[config.mk]
export PLATFORM = sky130hd
export DESIGN_NAME = burst_pwr_seq
export DESIGN_NICKNAME = d
export VERILOG_FILES = /design/src/rtl/burst_pwr_pkg.sv /design/src/rtl/bps_cfg_reg.sv /design/src/rtl/bps_tx_seq.sv /design/src/rtl/bps_rx_ctl.sv /design/src/rtl/bps_settle_timer.sv /design/src/rtl/burst_pwr_seq.sv
export SDC_FILE = /design/constraint.sdc
export NUM_CORES = 1
export LEC_CHECK = 0
export BUFFER_PORTS_ARGS = -buffer_cell sky130_fd_sc_hd__buf_2
export CELL_PAD_IN_SITES_DETAIL_PLACEMENT = 1
export CELL_PAD_IN_SITES_GLOBAL_PLACEMENT = 2
export CORE_MARGIN = 2
export CORE_UTILIZATION = 33
export CTS_BUF_LIST = sky130_fd_sc_hd__clkbuf_8
export CTS_CLUSTER_SIZE = 8
export DETAILED_ROUTE_END_ITERATION = 12
export PLACE_DENSITY = 0.88
export SYNTH_ARGS = -nofsm -noshare
export SYNTH_HDL_FRONTEND = slang
export SYNTH_SLANG_ARGS = --single-unit
export TNS_END_PERCENT = 100
[constraint.sdc]
create_clock -name clk_i -period 1.95 [get_ports clk_i]
set_clock_uncertainty 0.1 [all_clocks]
set_input_delay 0.2925 -clock clk_i [delete_from_list [all_inputs] [get_ports clk_i]]
set_output_delay 0.2925 -clock clk_i [all_outputs]
set_load 0.1 [all_outputs]
[src/rtl/burst_pwr_pkg.sv]
package burst_pwr_pkg;
  localparam int unsigned DLY_W     = 5;
  localparam int unsigned FLUSH_CYC = 33;
  localparam int unsigned FLUSH_W   = $clog2(FLUSH_CYC);

  typedef struct packed {
    logic             rx_fast;
    logic             tx_fast;
    logic             rx_sel;
    logic [DLY_W-1:0] delay;
  } seq_cfg_t;

  localparam int unsigned CFG_W = $bits(seq_cfg_t);

  localparam seq_cfg_t CFG_RST = '{
    rx_fast: 1'b1,
    tx_fast: 1'b1,
    rx_sel:  1'b0,
    delay:   {DLY_W{1'b1}}
  };
endpackage

[src/rtl/bps_cfg_reg.sv]
module bps_cfg_reg
  import burst_pwr_pkg::*;
(
  input  logic             clk_i,
  input  logic             rst_ni,
  input  logic             wr_i,
  input  logic [CFG_W-1:0] wdata_i,
  output seq_cfg_t         cfg_o
);
  always_ff @(posedge clk_i or negedge rst_ni) begin
    if (!rst_ni)   cfg_o <= CFG_RST;
    else if (wr_i) cfg_o <= seq_cfg_t'(wdata_i);
  end
endmodule

[src/rtl/bps_tx_seq.sv]
module bps_tx_seq
  import burst_pwr_pkg::*;
#(
  parameter int unsigned DW = 12
) (
  input  logic          clk_i,
  input  logic          rst_ni,
  input  logic          rise_i,
  input  logic          fall_i,
  input  seq_cfg_t      cfg_i,
  input  logic [DW-1:0] data_i,
  output logic          pd_d_o,
  output logic          pd_o,
  output logic          flush_o,
  output logic [DW-1:0] data_o
);
  localparam logic [DW-1:0] MID = DW'(1) << (DW-1);

  logic [DLY_W-1:0]   cnt_q, cnt_d;
  logic               act_q, act_d;
  logic [FLUSH_W-1:0] fcnt_q, fcnt_d;
  logic               flush_d;

  always_comb begin
    pd_d_o  = pd_o;
    act_d   = act_q;
    cnt_d   = cnt_q;
    flush_d = flush_o;
    fcnt_d  = fcnt_q;
    if (rise_i) begin
      // burst restart: abort everything, power up now
      pd_d_o  = 1'b0;
      act_d   = 1'b0;
      cnt_d   = '0;
      flush_d = 1'b0;
      fcnt_d  = '0;
    end else if (fall_i) begin
      flush_d = 1'b1;
      fcnt_d  = FLUSH_W'(FLUSH_CYC - 1);
      if (cfg_i.delay == '0) begin
        pd_d_o = pd_o | cfg_i.tx_fast;
      end else begin
        act_d = 1'b1;
        cnt_d = cfg_i.delay - 1'b1;
      end
    end else begin
      if (act_q) begin
        if (cnt_q == '0) begin
          act_d  = 1'b0;
          pd_d_o = pd_o | cfg_i.tx_fast;
        end else begin
          cnt_d = cnt_q - 1'b1;
        end
      end
      if (flush_o) begin
        if (fcnt_q == '0) flush_d = 1'b0;
        else              fcnt_d  = fcnt_q - 1'b1;
      end
    end
  end

  always_ff @(posedge clk_i or negedge rst_ni) begin
    if (!rst_ni) begin
      pd_o    <= 1'b1;
      act_q   <= 1'b0;
      cnt_q   <= '0;
      flush_o <= 1'b0;
      fcnt_q  <= '0;
      data_o  <= '0;
    end else begin
      pd_o    <= pd_d_o;
      act_q   <= act_d;
      cnt_q   <= cnt_d;
      flush_o <= flush_d;
      fcnt_q  <= fcnt_d;
      data_o  <= flush_d ? MID : data_i;
    end
  end
endmodule

[src/rtl/bps_rx_ctl.sv]
module bps_rx_ctl
  import burst_pwr_pkg::*;
(
  input  logic     clk_i,
  input  logic     rst_ni,
  input  logic     tx_rise_i,
  input  logic     tx_fall_i,
  input  logic     rx_rise_i,
  input  logic     rx_fall_i,
  input  seq_cfg_t cfg_i,
  output logic     pd_d_o,
  output logic     pd_o
);
  always_comb begin
    pd_d_o = pd_o;
    if (!cfg_i.rx_sel) begin
      if (tx_rise_i)      pd_d_o = pd_o | cfg_i.rx_fast;
      else if (tx_fall_i) pd_d_o = 1'b0;
    end else begin
      if (rx_rise_i)      pd_d_o = 1'b0;
      else if (rx_fall_i) pd_d_o = pd_o | cfg_i.rx_fast;
    end
  end

  always_ff @(posedge clk_i or negedge rst_ni) begin
    if (!rst_ni) pd_o <= 1'b0;
    else         pd_o <= pd_d_o;
  end
endmodule

[src/rtl/bps_settle_timer.sv]
module bps_settle_timer #(
  parameter int unsigned SETTLE = 8
) (
  input  logic clk_i,
  input  logic rst_ni,
  input  logic pd_d_i,
  output logic rdy_o
);
  localparam int unsigned CW = $clog2(SETTLE + 1);
  localparam logic [CW-1:0] LIM = CW'(SETTLE);

  logic [CW-1:0] cnt_q;

  // fed from next-state power-down so ready drops on the same edge
  always_ff @(posedge clk_i or negedge rst_ni) begin
    if (!rst_ni) begin
      cnt_q <= '0;
      rdy_o <= 1'b0;
    end else if (pd_d_i) begin
      cnt_q <= '0;
      rdy_o <= 1'b0;
    end else begin
      rdy_o <= rdy_o | (cnt_q == LIM);
      if (cnt_q != LIM) cnt_q <= cnt_q + 1'b1;
    end
  end
endmodule

[src/rtl/burst_pwr_seq.sv]
module burst_pwr_seq
  import burst_pwr_pkg::*;
#(
  parameter int unsigned DW     = 12,
  parameter int unsigned SETTLE = 8
) (
  input  logic          clk_i,
  input  logic          rst_ni,
  input  logic          tx_en_i,
  input  logic          rx_en_i,
  input  logic          cfg_wr_i,
  input  logic [7:0]    cfg_wdata_i,
  input  logic [DW-1:0] tx_data_i,
  output logic [DW-1:0] tx_data_o,
  output logic          flush_o,
  output logic          tx_pd_o,
  output logic          rx_pd_o,
  output logic          tx_rdy_o,
  output logic          rx_rdy_o
);
  localparam int unsigned NPATH = 2;

  seq_cfg_t   cfg_q;
  logic       tx_en_q, rx_en_q;
  logic       tx_rise, tx_fall, rx_rise, rx_fall;
  logic [NPATH-1:0] pd_d, rdy;

  bps_cfg_reg u_cfg (
    .clk_i   (clk_i),
    .rst_ni  (rst_ni),
    .wr_i    (cfg_wr_i),
    .wdata_i (cfg_wdata_i[CFG_W-1:0]),
    .cfg_o   (cfg_q)
  );

  always_ff @(posedge clk_i or negedge rst_ni) begin
    if (!rst_ni) begin
      tx_en_q <= 1'b0;
      rx_en_q <= 1'b0;
    end else begin
      tx_en_q <= tx_en_i;
      rx_en_q <= rx_en_i;
    end
  end

  assign tx_rise =  tx_en_i & ~tx_en_q;
  assign tx_fall = ~tx_en_i &  tx_en_q;
  assign rx_rise =  rx_en_i & ~rx_en_q;
  assign rx_fall = ~rx_en_i &  rx_en_q;

  bps_tx_seq #(.DW(DW)) u_tx (
    .clk_i   (clk_i),
    .rst_ni  (rst_ni),
    .rise_i  (tx_rise),
    .fall_i  (tx_fall),
    .cfg_i   (cfg_q),
    .data_i  (tx_data_i),
    .pd_d_o  (pd_d[0]),
    .pd_o    (tx_pd_o),
    .flush_o (flush_o),
    .data_o  (tx_data_o)
  );

  bps_rx_ctl u_rx (
    .clk_i     (clk_i),
    .rst_ni    (rst_ni),
    .tx_rise_i (tx_rise),
    .tx_fall_i (tx_fall),
    .rx_rise_i (rx_rise),
    .rx_fall_i (rx_fall),
    .cfg_i     (cfg_q),
    .pd_d_o    (pd_d[1]),
    .pd_o      (rx_pd_o)
  );

  for (genvar p = 0; p < NPATH; p++) begin : g_settle
    bps_settle_timer #(.SETTLE(SETTLE)) u_tmr (
      .clk_i  (clk_i),
      .rst_ni (rst_ni),
      .pd_d_i (pd_d[p]),
      .rdy_o  (rdy[p])
    );
  end

  assign tx_rdy_o = rdy[0];
  assign rx_rdy_o = rdy[1];
endmodule

==> results.tsv <==
stage	metric	value	unit
detailed_routing	via_per_inst	5.20	
global_route	antenna_found_initial	0	
logic_synthesis	yosysSeqAreaShare	51.6	%
power	leakagePower	1.34	nW
logic_synthesis	syn-mean-instance-area	10.7	µm²
logic_synthesis	share_of_flip_flops_with_an_asynchronous_set_or_reset_after_synthesis	100	%
setup_path	worst-endpoint-arrival	2010	ps
logic_synthesis	syn_area	0.00230	mm²
place	place_ws	-46.9	ps
setup_path	timing.rr.end	u_tx.cnt_q[4]	
layout	layout_area_growth_over_synthesis	25.6	%
detailed_routing	wl_met1	2440	µm
detailed_routing	first_iter_violations	107	
detailed_routing	drt_pass1_iterations	4	
floorplanning	count_of_boundary_i_o_pins	42	
worst_hold_path	hold_path_startpoint	tx_data_i[11]	
global_route	gr-usage-all-layers	15.5	%
timing	clock.fmax	520	MHz
timing	period_needed	1920	ps
setup_path	critical_path_sink_type	register	
place	detailed_place.area	0.00268	mm²
detailed_routing	routedWlPerCell	15.9	µm
clock_network	cts.sinks	47	
worst_hold_path	timing.hold.worst_path_depth	2	
setup_path	timing.reg2reg.setup_slack	30	ps
setup_path	start_kind	register	
timing	maxSlewHeadroom	66.6	%
floorplanning	num_rows	30	
floorplanning	die_height	87.5	µm
timing	worst_case_hold_slack	68.6	ps
logic_synthesis	synthesis.instances	214	
detailed_routing	wl_met2	2770	µm
floorplanning	die_outline_area	0.00765	mm²
run	maxCapViolations	0	
clock_network	worst_skew_pair.late_latency	310	ps
setup_path	cp_max_fanout	3	
timing	smallest_setup_slack_after_layout	26.5	ps
worst_hold_path	hold_class	in -> reg	
floorplanning	initial_utilization	34.0	%
clock_network	tritoncts	built	
logic_synthesis	synth_enable_flop_cells	0	
global_route	grt_pass1_wl	9250	µm
timing	slew_violations	0	
floorplanning	placeableCoreArea	0.00676	mm²
detailed_routing	routed_wirelength	5610	µm
place	gp_congestion	0.800	
place	place.port_buffers	41	
power	p_sw	1.78	mW
layout	n_fill_cell	763	
detailed_routing	num_vias	1832	
power	p_per_area	1450	mW/mm²
place	place_hpwl	4060	µm
clock_network	cts-root-to-sink-buffers	2	
global_route	globalRouteOverflowTotal	0	
detailed_routing	drc_errors	0	
layout	regArea	0.00119	mm²
layout	multi_input_comb_area	0.00105	mm²
global_route	grt_start_max_net_pins	22	
power	power_frac_seq	35.9	%
logic_synthesis	ys.warnings.count	0	
global_route	first_global_vias	1937	
clock_network	cts-htree-levels	2	
detailed_routing	top_layer	met4	
setup_path	worst-r2r-cell-count	7	
timing	rsz0062_at_grt	true	
power	vdd.ir_drop.worst	0.000844	V
detailed_routing	routed-wl-met3	336	µm
timing	final-setup-viol-count	0	
setup_path	regToRegStartpoint	tx_en_q	
power	p_int	2.40	mW
timing	period_share	98.6	%
logic_synthesis	ys_seq_elements	47	
power	total_power	4.19	mW
floorplanning	floorplan.die.width	87.5	µm
clock_network	cts_root_buffer	sky130_fd_sc_hd__clkbuf_8	
setup_path	path_class	reg -> reg	
run_status	outcome	finished clean	
logic_synthesis	postSynth.topFlopCell	sky130_fd_sc_hd__dfrtp_1	
logic_synthesis	nets_in_the_synthesized_netlist	249	
power	clock_power_share	20.9	%
setup_path	cp_data_required_time	2040	ps
power	power.switching_fraction	42.6	%
layout	post-route-cell-area	0.00289	mm²
clock_network	cts.clk_slew.worst_paths	100	ps
timing	final-hold-violation-count	0	
clock_network	number_of_buffers_created_by_cts	5	
layout	layout.nets	306	
logic_synthesis	synth_cell_types	49	
worst_hold_path	hold-path-endpoint	u_tx.data_o[11]	
layout	diodes	0	
detailed_routing	route.antenna.remaining_nets	0	
layout	drive_above_1_share	36.8	%
power	power.combinational.fraction	43.2	%
timing	tightest_slew	501	ps
## through the flow
step                      cells  setup TNS [ps]  utilization (%)
after global routing        352           -52.1             42.7
final                       352               0             42.7
after floorplan             214               0                -
after CTS                   351               0             42.0
after detailed placement    341           -46.9             39.6
after global placement      341               0             39.6
## how the worst max path moves through the flow
stage,from,endpoint,slack [ps]
floorplan,tx_en_q,u_tx.cnt_q[4],1
global placement,tx_en_i,u_tx.cnt_q[4],10
detailed placement,tx_en_i,u_tx.cnt_q[4],-50
CTS,tx_en_q,u_tx.cnt_q[4],8
global route,tx_en_q,u_tx.cnt_q[4],-40
finish,tx_en_q,u_tx.cnt_q[4],30
## power groups by stage
| stage | sequential [mW] | clock [mW] | combinational (mW) |
|---|---|---|---|
| floorplan | 1.96 | 0 | 0.853 |
| global route | 1.54 | 0.932 | 1.97 |
| finish | 1.50 | 0.875 | 1.81 |
| CTS | 1.49 | 0.892 | 1.76 |
| detailed placement | 1.50 | 0 | 1.75 |
| global placement | 1.49 | 0 | 1.70 |
## cell usage after synthesis, drive strengths merged, types with 3 or more instances
cell,number,area [µm²]
clkbuf,3,11.3
ha,10,125
nor2,18,67.6
o21ai,10,61.3
and3,3,20.0
a21oi,10,53.8
nor2b,12,75.1
inv,16,60.1
dfstp,8,210
mux2,8,90.1
nand3,6,30.0
mux2i,3,30.0
or2,3,18.8
buf,5,37.5
nand2b,4,25.0
a31oi,4,25.0
dfrtp,39,976
or3,4,30.0
nand2,10,37.5
o31ai,7,52.6
## worst max-delay path, stage by stage (launching register included)
cell and delay (ps):
sky130_fd_sc_hd__dfrtp_2 450, sky130_fd_sc_hd__ha_4 180, sky130_fd_sc_hd__mux2i_2 210, sky130_fd_sc_hd__ha_2 230, sky130_fd_sc_hd__inv_2 40, sky130_fd_sc_hd__or3_1 300, sky130_fd_sc_hd__a32oi_1 200, sky130_fd_sc_hd__o31ai_1 100
## sequential cells by signal, summed over array words and instances (netlist names)
| signal | cells |
|---|---|
| u_tx.act_q | 1 |
| g_settle.u_tmr.cnt_q | 8 |
| tx_en_q | 1 |
| u_cfg.cfg_o | 8 |
| rx_en_q | 1 |
| g_settle.u_tmr.rdy_o | 2 |
| u_tx.flush_o | 1 |
| u_tx.data_o | 12 |
| u_tx.fcnt_q | 6 |
| u_tx.cnt_q | 5 |
| u_tx.pd_o | 1 |
| u_rx.pd_o | 1 |
## cell families (layout without fill, tap and decap cells)
kind of cell               after synthesis  count (layout)  synth area share [%]
DFF                                     47              47                  51.6
xor gates and xnor gates                 4               4                  1.52
buffers and inverters                   24              82                  4.74
muxes                                   11              11                  5.23
adders and majority gates               10              10                  5.44
and+or+nand+nor                         68              68                  15.6
AOI/OAI and AO/OA                       50              50                  15.8
## final cells by class
cell class                 instances  share of cell area [%]
clock buffer                       5                    2.38
clock inverter                     3                    2.47
inverter                          16                    2.08
multi-input combinational        143                    36.3
sequential                        47                    41.2
tap                               80                    3.47
timing repair buffer              58                    12.1
## layout by cell type (no fill, tap or decap), types with 8 or more instances in the layout
master	netlist	layout
sky130_fd_sc_hd__a21oi_1	9	9
sky130_fd_sc_hd__nor2_1	18	18
sky130_fd_sc_hd__nor2b_1	12	12
sky130_fd_sc_hd__buf_4	0	14
sky130_fd_sc_hd__o21ai_0	9	9
sky130_fd_sc_hd__inv_1	16	14
sky130_fd_sc_hd__nand2_1	10	10
sky130_fd_sc_hd__dfstp_2	8	8
sky130_fd_sc_hd__mux2_2	8	8
sky130_fd_sc_hd__dfrtp_1	39	37
sky130_fd_sc_hd__buf_2	3	41
## routing by layer
layer / vias up / GRT usage [%]
li1: 865 / -
met1: 915 / 18.2
met2: 46 / 26.9
met3: 6 / 5.40
met4: 0 / 4.20
met5: - / 0
## repair_timing
item                                   in CTS  in global routing
endpoints found under the hold margin      14                  0
gates resized for setup                     0                  8
hold buffers                                2                  0
setup buffers                               0                  1
setup endpoints to repair                   0                 10
Note: power is estimated with default switching activity, not from simulation.
